File: src/rtl/fxload_pkg.sv
// Shared types for the fixed-point load execute unit.
// Assumes op codes as listed in the brief; unknown codes decode as not known.
package fxload_pkg;

    localparam int XLEN  = 64;
    localparam int REGW  = 5;
    localparam int DISPW = 16;
    localparam int SIZEW = 4;

    typedef enum logic [3:0] {
        OP_BZ  = 4'd0,  OP_BZU = 4'd1,
        OP_HZ  = 4'd2,  OP_HZU = 4'd3,
        OP_HS  = 4'd4,  OP_HSU = 4'd5,
        OP_WZ  = 4'd6,  OP_WZU = 4'd7,
        OP_WS  = 4'd8,
        OP_DW  = 4'd9,  OP_DWU = 4'd10
    } ld_op_e;

    typedef struct packed {
        logic [SIZEW-1:0] nbytes;  // access width in bytes
        logic             sgn;     // sign-extend result
        logic             upd;     // base writeback form
        logic             wscale;  // word-scaled displacement
        logic             known;   // legal op code
    } ld_attr_t;

    typedef enum logic [1:0] {ST_IDLE, ST_REQ, ST_WAIT} ld_state_e;

    // Maps an op code to its access attributes.
    function automatic ld_attr_t op_attr(logic [3:0] op);
        ld_attr_t a;
        a = '{nbytes: 4'd0, sgn: 1'b0, upd: 1'b0, wscale: 1'b0, known: 1'b1};
        case (op)
            OP_BZ:  a.nbytes = 4'd1;
            OP_BZU: begin a.nbytes = 4'd1; a.upd = 1'b1; end
            OP_HZ:  a.nbytes = 4'd2;
            OP_HZU: begin a.nbytes = 4'd2; a.upd = 1'b1; end
            OP_HS:  begin a.nbytes = 4'd2; a.sgn = 1'b1; end
            OP_HSU: begin a.nbytes = 4'd2; a.sgn = 1'b1; a.upd = 1'b1; end
            OP_WZ:  a.nbytes = 4'd4;
            OP_WZU: begin a.nbytes = 4'd4; a.upd = 1'b1; end
            OP_WS:  begin a.nbytes = 4'd4; a.sgn = 1'b1; a.wscale = 1'b1; end
            OP_DW:  begin a.nbytes = 4'd8; a.wscale = 1'b1; end
            OP_DWU: begin a.nbytes = 4'd8; a.wscale = 1'b1; a.upd = 1'b1; end
            default: a.known = 1'b0;
        endcase
        return a;
    endfunction

endpackage

File: src/rtl/fxload_agen.sv
// Address generation and form check for one decoded load.
// Purely combinational; assumes the attributes come from op_attr.
module fxload_agen
    import fxload_pkg::*;
#(
    parameter int AW = XLEN,
    parameter int RW = REGW,
    parameter int DW = DISPW
) (
    input  ld_attr_t          attr,
    input  logic [RW-1:0]     ra,
    input  logic [RW-1:0]     rt,
    input  logic [AW-1:0]     base,
    input  logic [DW-1:0]     disp,
    output logic [AW-1:0]     ea,
    output logic              bad_form
);
    localparam int EXTW = AW - DW;

    logic [AW-1:0] base_sel;
    logic [AW-1:0] offset;
    logic [DW-1:0] disp_eff;

    // Choose the base: literal zero for index 0 unless an update form.
    always_comb begin
        base_sel = (!attr.upd && ra == '0) ? '0 : base;
    end

    // Word-scaled forms drop the two low displacement bits.
    always_comb begin
        disp_eff = attr.wscale ? {disp[DW-1:2], 2'b00} : disp;
        offset   = {{EXTW{disp_eff[DW-1]}}, disp_eff};
        ea       = base_sel + offset;
    end

    // Reject unknown codes and update forms that would clash on writeback.
    always_comb begin
        bad_form = !attr.known || (attr.upd && (ra == '0 || ra == rt));
    end
endmodule

File: src/rtl/fxload_extend.sv
// Result extension: keeps the low item bytes of the read bus and fills
// the rest with zeros or the item's top bit. Assumes nbytes is 1, 2, 4 or 8.
module fxload_extend
    import fxload_pkg::*;
#(
    parameter int W = XLEN
) (
    input  logic [SIZEW-1:0] nbytes,
    input  logic             sgn,
    input  logic [W-1:0]     rdata,
    output logic [W-1:0]     result
);
    // Width-selected zero or sign extension.
    always_comb begin
        case (nbytes)
            4'd1:    result = {{(W-8){sgn & rdata[7]}},   rdata[7:0]};
            4'd2:    result = {{(W-16){sgn & rdata[15]}}, rdata[15:0]};
            4'd4:    result = {{(W-32){sgn & rdata[31]}}, rdata[31:0]};
            default: result = rdata;
        endcase
    end
endmodule

File: src/rtl/fxload_unit.sv
// Fixed-point load execute unit: accepts one decoded load, issues a read,
// and on return raises destination and (for update forms) base writebacks.
// Assumes one load in flight; read data only accepted while waiting.
module fxload_unit
    import fxload_pkg::*;
#(
    parameter int AW = XLEN,
    parameter int RW = REGW,
    parameter int DW = DISPW
) (
    input  logic          clk,
    input  logic          rst_n,
    input  logic          issue_valid,
    output logic          issue_ready,
    input  logic [3:0]    issue_op,
    input  logic [RW-1:0] issue_rt,
    input  logic [RW-1:0] issue_ra,
    input  logic [AW-1:0] issue_base,
    input  logic [DW-1:0] issue_disp,
    output logic          mem_req_valid,
    input  logic          mem_req_ready,
    output logic [AW-1:0] mem_addr,
    output logic [3:0]    mem_size,
    input  logic          mem_rsp_valid,
    input  logic [AW-1:0] mem_rsp_data,
    output logic          res_valid,
    output logic [RW-1:0] res_rt,
    output logic [AW-1:0] res_data,
    output logic          upd_valid,
    output logic [RW-1:0] upd_ra,
    output logic [AW-1:0] upd_data,
    output logic          illegal
);
    ld_state_e     state;
    ld_attr_t      attr, q_attr;
    logic [AW-1:0] ea, q_ea, ext_data;
    logic [RW-1:0] q_rt, q_ra;
    logic          bad_form, fire, rsp_take;

    assign attr        = op_attr(issue_op);
    assign issue_ready = (state == ST_IDLE);
    assign fire        = issue_valid && issue_ready;
    assign rsp_take    = (state == ST_WAIT) && mem_rsp_valid;

    fxload_agen #(.AW(AW), .RW(RW), .DW(DW)) u_agen (
        .attr(attr), .ra(issue_ra), .rt(issue_rt), .base(issue_base),
        .disp(issue_disp), .ea(ea), .bad_form(bad_form)
    );

    fxload_extend #(.W(AW)) u_ext (
        .nbytes(q_attr.nbytes), .sgn(q_attr.sgn), .rdata(mem_rsp_data),
        .result(ext_data)
    );

    // Request stage outputs come straight from the captured load.
    assign mem_req_valid = (state == ST_REQ);
    assign mem_addr      = q_ea;
    assign mem_size      = q_attr.nbytes;

    // Sequencer: idle -> request -> wait for data -> idle.
    always_ff @(posedge clk) begin
        if (!rst_n) begin
            state <= ST_IDLE;
        end else begin
            case (state)
                ST_IDLE: if (fire && !bad_form) state <= ST_REQ;
                ST_REQ:  if (mem_req_ready)     state <= ST_WAIT;
                ST_WAIT: if (mem_rsp_valid)     state <= ST_IDLE;
                default:                        state <= ST_IDLE;
            endcase
        end
    end

    // Capture the accepted load's address and attributes.
    always_ff @(posedge clk) begin
        if (!rst_n) begin
            q_attr <= '0;
            q_ea   <= '0;
            q_rt   <= '0;
            q_ra   <= '0;
        end else if (fire) begin
            q_attr <= attr;
            q_ea   <= ea;
            q_rt   <= issue_rt;
            q_ra   <= issue_ra;
        end
    end

    // One-cycle writeback strobes and illegal flag.
    always_ff @(posedge clk) begin
        if (!rst_n) begin
            res_valid <= 1'b0;
            upd_valid <= 1'b0;
            illegal   <= 1'b0;
            res_rt    <= '0;
            res_data  <= '0;
            upd_ra    <= '0;
            upd_data  <= '0;
        end else begin
            res_valid <= rsp_take;
            upd_valid <= rsp_take && q_attr.upd;
            illegal   <= fire && bad_form;
            if (rsp_take) begin
                res_rt   <= q_rt;
                res_data <= ext_data;
                upd_ra   <= q_ra;
                upd_data <= q_ea;
            end
        end
    end


    res_pulse_chk: assert property (@(posedge clk) disable iff (!rst_n)
        res_valid |=> !res_valid);


    req_hold_chk: assert property (@(posedge clk) disable iff (!rst_n)
        (mem_req_valid && !mem_req_ready) |=> (mem_req_valid && $stable(mem_addr)));


    upd_pair_chk: assert property (@(posedge clk) disable iff (!rst_n)
        upd_valid |-> (res_valid && upd_data == mem_addr));


    illegal_quiet_chk: assert property (@(posedge clk) disable iff (!rst_n)
        illegal |-> (!res_valid && !upd_valid && !mem_req_valid));


    size_onehot_chk: assert property (@(posedge clk) disable iff (!rst_n)
        mem_req_valid |-> $onehot(mem_size));
endmodule

File: config.mk
export PLATFORM = sky130hd
export DESIGN_NAME = fxload_unit
export DESIGN_NICKNAME = d
export VERILOG_FILES = /design/src/rtl/fxload_pkg.sv /design/src/rtl/fxload_agen.sv /design/src/rtl/fxload_extend.sv /design/src/rtl/fxload_unit.sv
export SDC_FILE = /design/constraint.sdc
export NUM_CORES = 1
export LEC_CHECK = 0
export ABC_AREA = 1
export BUFFER_PORTS_ARGS = -buffer_cell sky130_fd_sc_hd__buf_2
export CAP_MARGIN = 15
export CELL_PAD_IN_SITES_DETAIL_PLACEMENT = 1
export CELL_PAD_IN_SITES_GLOBAL_PLACEMENT = 1
export CORE_ASPECT_RATIO = 1.25
export CORE_MARGIN = 1
export CORE_UTILIZATION = 33
export DETAILED_ROUTE_END_ITERATION = 12
export MAX_ROUTING_LAYER = met4
export PLACE_DENSITY = 0.78
export SLEW_MARGIN = 20
export SYNTH_ARGS = -nofsm -noshare
export SYNTH_HDL_FRONTEND = slang
export SYNTH_SLANG_ARGS = --single-unit
export TNS_END_PERCENT = 5
File: constraint.sdc
create_clock -name clk -period 2.3 [get_ports clk]
set_input_delay 0 -clock clk [delete_from_list [all_inputs] [get_ports clk]]
set_output_delay 0 -clock clk [all_outputs]
set_load 0.02 [all_outputs]
==> results.sh <==
export IMPL_status="finished with violations"
export IMPL_violations="setup timing"
export IMPL_critical_path_top_delay_family="simple AND/OR/NAND/NOR gates"
export IMPL_synthAdderAreaFrac_pct=5.49
export IMPL_core_area_um2=44000
export IMPL_synth_top_family_by_area="simple AND/OR/NAND/NOR gates"
export IMPL_drc_errors=0
export IMPL_drv_cap=0
export IMPL_start_util_pct=33.5
export IMPL_grt_overflow_total=0
export IMPL_ys_seq_area_share_pct=30.3
export IMPL_port_buffers=373
export IMPL_grt_usage_pct=30.2
export IMPL_cp_num_buf_inv=9
export IMPL_synth_seq_cells=223
export IMPL_wirelength_mm=70.6
export IMPL_core_rowCount=86
export IMPL_dp_hpwl_mm=51.0
export IMPL_cp_arrival_ns=2.86
export IMPL_grt_max_degree=93
export IMPL_finClkSkew_ns=0.0119
export IMPL_numClockSinks=223
export IMPL_end_kind="register"
export IMPL_grt_pass1_vias=18900
export IMPL_synth_compound_area_share_pct=12.1
export IMPL_die_x_um=191
export IMPL_finalMaxSlewViolations=0
export IMPL_avgSynthCellArea_um2=5.86
export IMPL_synth_xor_area_share_pct=1.84
export IMPL_synth_edf_count=0
export IMPL_worstSkewPairLatency_ns=0.52
export IMPL_htree_levels=1
export IMPL_setup_violations=26
export IMPL_vias=18400
export IMPL_hp_start="issue_op[0]"
export IMPL_hold_path_class="in2reg"
export IMPL_rsz0062_at_grt="true"
export IMPL_p_leak_nw=12.7
export IMPL_cts_root_buffer="clkbuf_16"
export IMPL_grt_pass1_wl_mm=104
export IMPL_antenna_found_initial=1
export IMPL_r2r_start="mem_size[3]"
export IMPL_synth_area_um2=14700
export IMPL_critical_path_slowest_cell="ha_1"
export IMPL_first_pass_iters=5
export IMPL_async_reset_ff_share_pct=0
export IMPL_path_depth=23
export IMPL_syn_to_final_growth_pct=48.9
export IMPL_path_clk_slew_ns=0.06
export IMPL_ioPinCount=374
export IMPL_crit_required_ns=2.71
export IMPL_r2r_cells=8
export IMPL_final_antenna_net_count=0
export IMPL_final_cells=3748
export IMPL_worstSetupStartpointType="input port"
export IMPL_peakVddDrop_mv=0.518
export IMPL_yosys_cell_types_count=36
export IMPL_gp_congestion=0.932
export IMPL_crit_fanout=7
export IMPL_fin_ws_ns=-0.154
export IMPL_slowest_delay_ns=0.34
export IMPL_fmax_mhz=407
export IMPL_cp_cell_sequence="buf_4, nor3_4, nand3_2, nor2_4, buf_12, buf_12, buf_16, nor2_1, ha_1, nand2_2, inv_1, nand2_1, nand2_1, inv_1, nand2_2, buf_4, nand2_1, nand2_2, inv_1, a21oi_1, nor2_2, buf_4, nor2_1"
export IMPL_hold_violations=0
export IMPL_syn_nets=2740
export IMPL_synth_area_leaders="dfxtp_1 30%, nand2_1 19%, inv_1 13%, nor2_1 10%, ha_1 5.4%"
export IMPL_yosysTopAreaCellShare_pct=30.3
export IMPL_via_per_inst=4.90
export IMPL_cts_buffers=24
export IMPL_period_needed_ns=2.45
export IMPL_nNetsFinal=3386
export IMPL_slew_headroom_pct=59.5
export IMPL_critical_path_class="in2reg"
export IMPL_synth_mux_area_fraction_pct=0
export IMPL_drive_gt1_share_pct=31.4
export IMPL_hold_ws_ns=0.0238
export IMPL_dp_cells=3598
export IMPL_yosys_warnings=0
export IMPL_die_y_um=238
export IMPL_fin_crit_sh_pct=107
export IMPL_cts_tree="built"
export IMPL_worstMarginPinSlew_ns=0.607
export IMPL_p_per_area_nw_per_um2=561
export IMPL_syn_inst=2513
export IMPL_wire_per_inst_um=18.8
export IMPL_synth_ff_type="dfxtp_1"
export IMPL_cts_buffer_depth=3
export IMPL_yosys_area_share_simple_pct=34.8
export IMPL_crit_start="issue_ra[2]"
export IMPL_drt_iter0_drc=748
export IMPL_dieArea_um2=45500
export IMPL_synth_area_leader_cell="dfxtp_1"
export IMPL_hold_path_cell_count=6
[path summary, 6_finish.rpt]
path	endpoint	slack [ns]
setup / recovery	mem_addr[35]	-0.15
hold / removal	mem_size[3]	0.02
setup reg to reg	res_data[60]	0.32
hold reg to reg	upd_valid	0.45
[cell usage after synthesis (all sizes together), types with 2 or more instances]
master,number
dfxtp,223
o221ai,8
inv,498
a31oi,3
buf,33
clkinv,3
a21oi,114
nor3,19
xor2,19
clkbuf,52
o21bai,2
ha,63
o21ai,152
xnor2,12
nor2,410
nor4,2
nand3,86
nand4,11
o211ai,40
nand2,758
[stage by stage]
step / utilization (%) / setup WS, ns / power [mW] / cell area, um2 / setup TNS [ns]
5_1_grt: 49.8 / -0.259 / 12.9 / 21900 / -6.71
3_3_place_gp: 42.5 / -1.03 / 7.85 / 18700 / -34.38
6_report: 49.8 / -0.154 / 12.3 / 21900 / -1.02
2_1_floorplan: - / 0.0643 / 6.23 / 14700 / 0
3_5_place_dp: 42.5 / -1.08 / 7.95 / 18700 / -44.39
4_1_cts: 47.8 / -0.0355 / 12.0 / 21000 / -0.300
[cells in the final DEF, fill, tap and decap left out, types with 20 or more instances in the layout]
cell	count
ha_1	37
a21oi_1	81
dlygate4sd3_1	82
nor2_1	331
nand2_1	622
nor2_2	59
nand2_2	125
a21oi_2	32
buf_4	229
buf_2	370
o211ai_1	40
dfxtp_1	223
inv_1	486
nand3_1	64
clkbuf_16	27
o21ai_0	137
nor2_4	20
[what timing repair did]
item                       in CTS  in global routing
hold endpoints to repair      128                  0
pin swaps                      47                 79
hold buffers                   82                  0
gates resized for setup       145                233
setup endpoints to repair      54                 54
gates cloned                    4                  2
setup buffers                  15                  7
[where the power goes]
group          internal, mW  switching, mW
registers              4.09          0.243
logic                  1.66           2.56
clock network          2.11           1.63
total                  7.86           4.44
[layer usage]
layer	part of all wire (%)	global-route usage (%)	up-vias
li1	-	-	8901
met1	41	34.6	8822
met2	51	53.5	516
met3	4.5	3.04	136
met4	4.0	11.8	0
met5	0	-	-
[layout make-up]
cell class	count	area [um2]
antenna	1	2.50
tap	572	716
inverter	501	1880
fill	5907	22100
sequential	223	4460
multi-input combinational	1704	9270
clock inverter	10	58.8
clock buffer	32	692
timing repair buffer	705	4850
[worst min-delay path, cell delays in order]
cell	delay, ns
buf_2	0.11
nand2_1	0.09
nand2_1	0.10
o21ai_0	0.08
o211ai_1	0.08
inv_1	0.04
[sequential cells by signal, summed over array words and instances (netlist names), 2 cells and up]
register  count
mem_addr     64
res_data     64
upd_data     64
q_ra          5
q_rt          5
res_rt        5
upd_ra        5
mem_size      4
q_attr        2
state         2
[logic make-up (layout without fill, tap and decap cells)]
| family | after synthesis | in the layout |
|---|---|---|
| buffers and inverters | 586 | 1248 |
| DFF | 223 | 223 |
| xor gates and xnor gates | 31 | 31 |
| other | 0 | 1 |
| and+or+nand+nor | 1287 | 1287 |
| adders and majority gates | 64 | 64 |
| AOI/OAI and AO/OA | 322 | 322 |
Power figures use the tool's default switching activity.
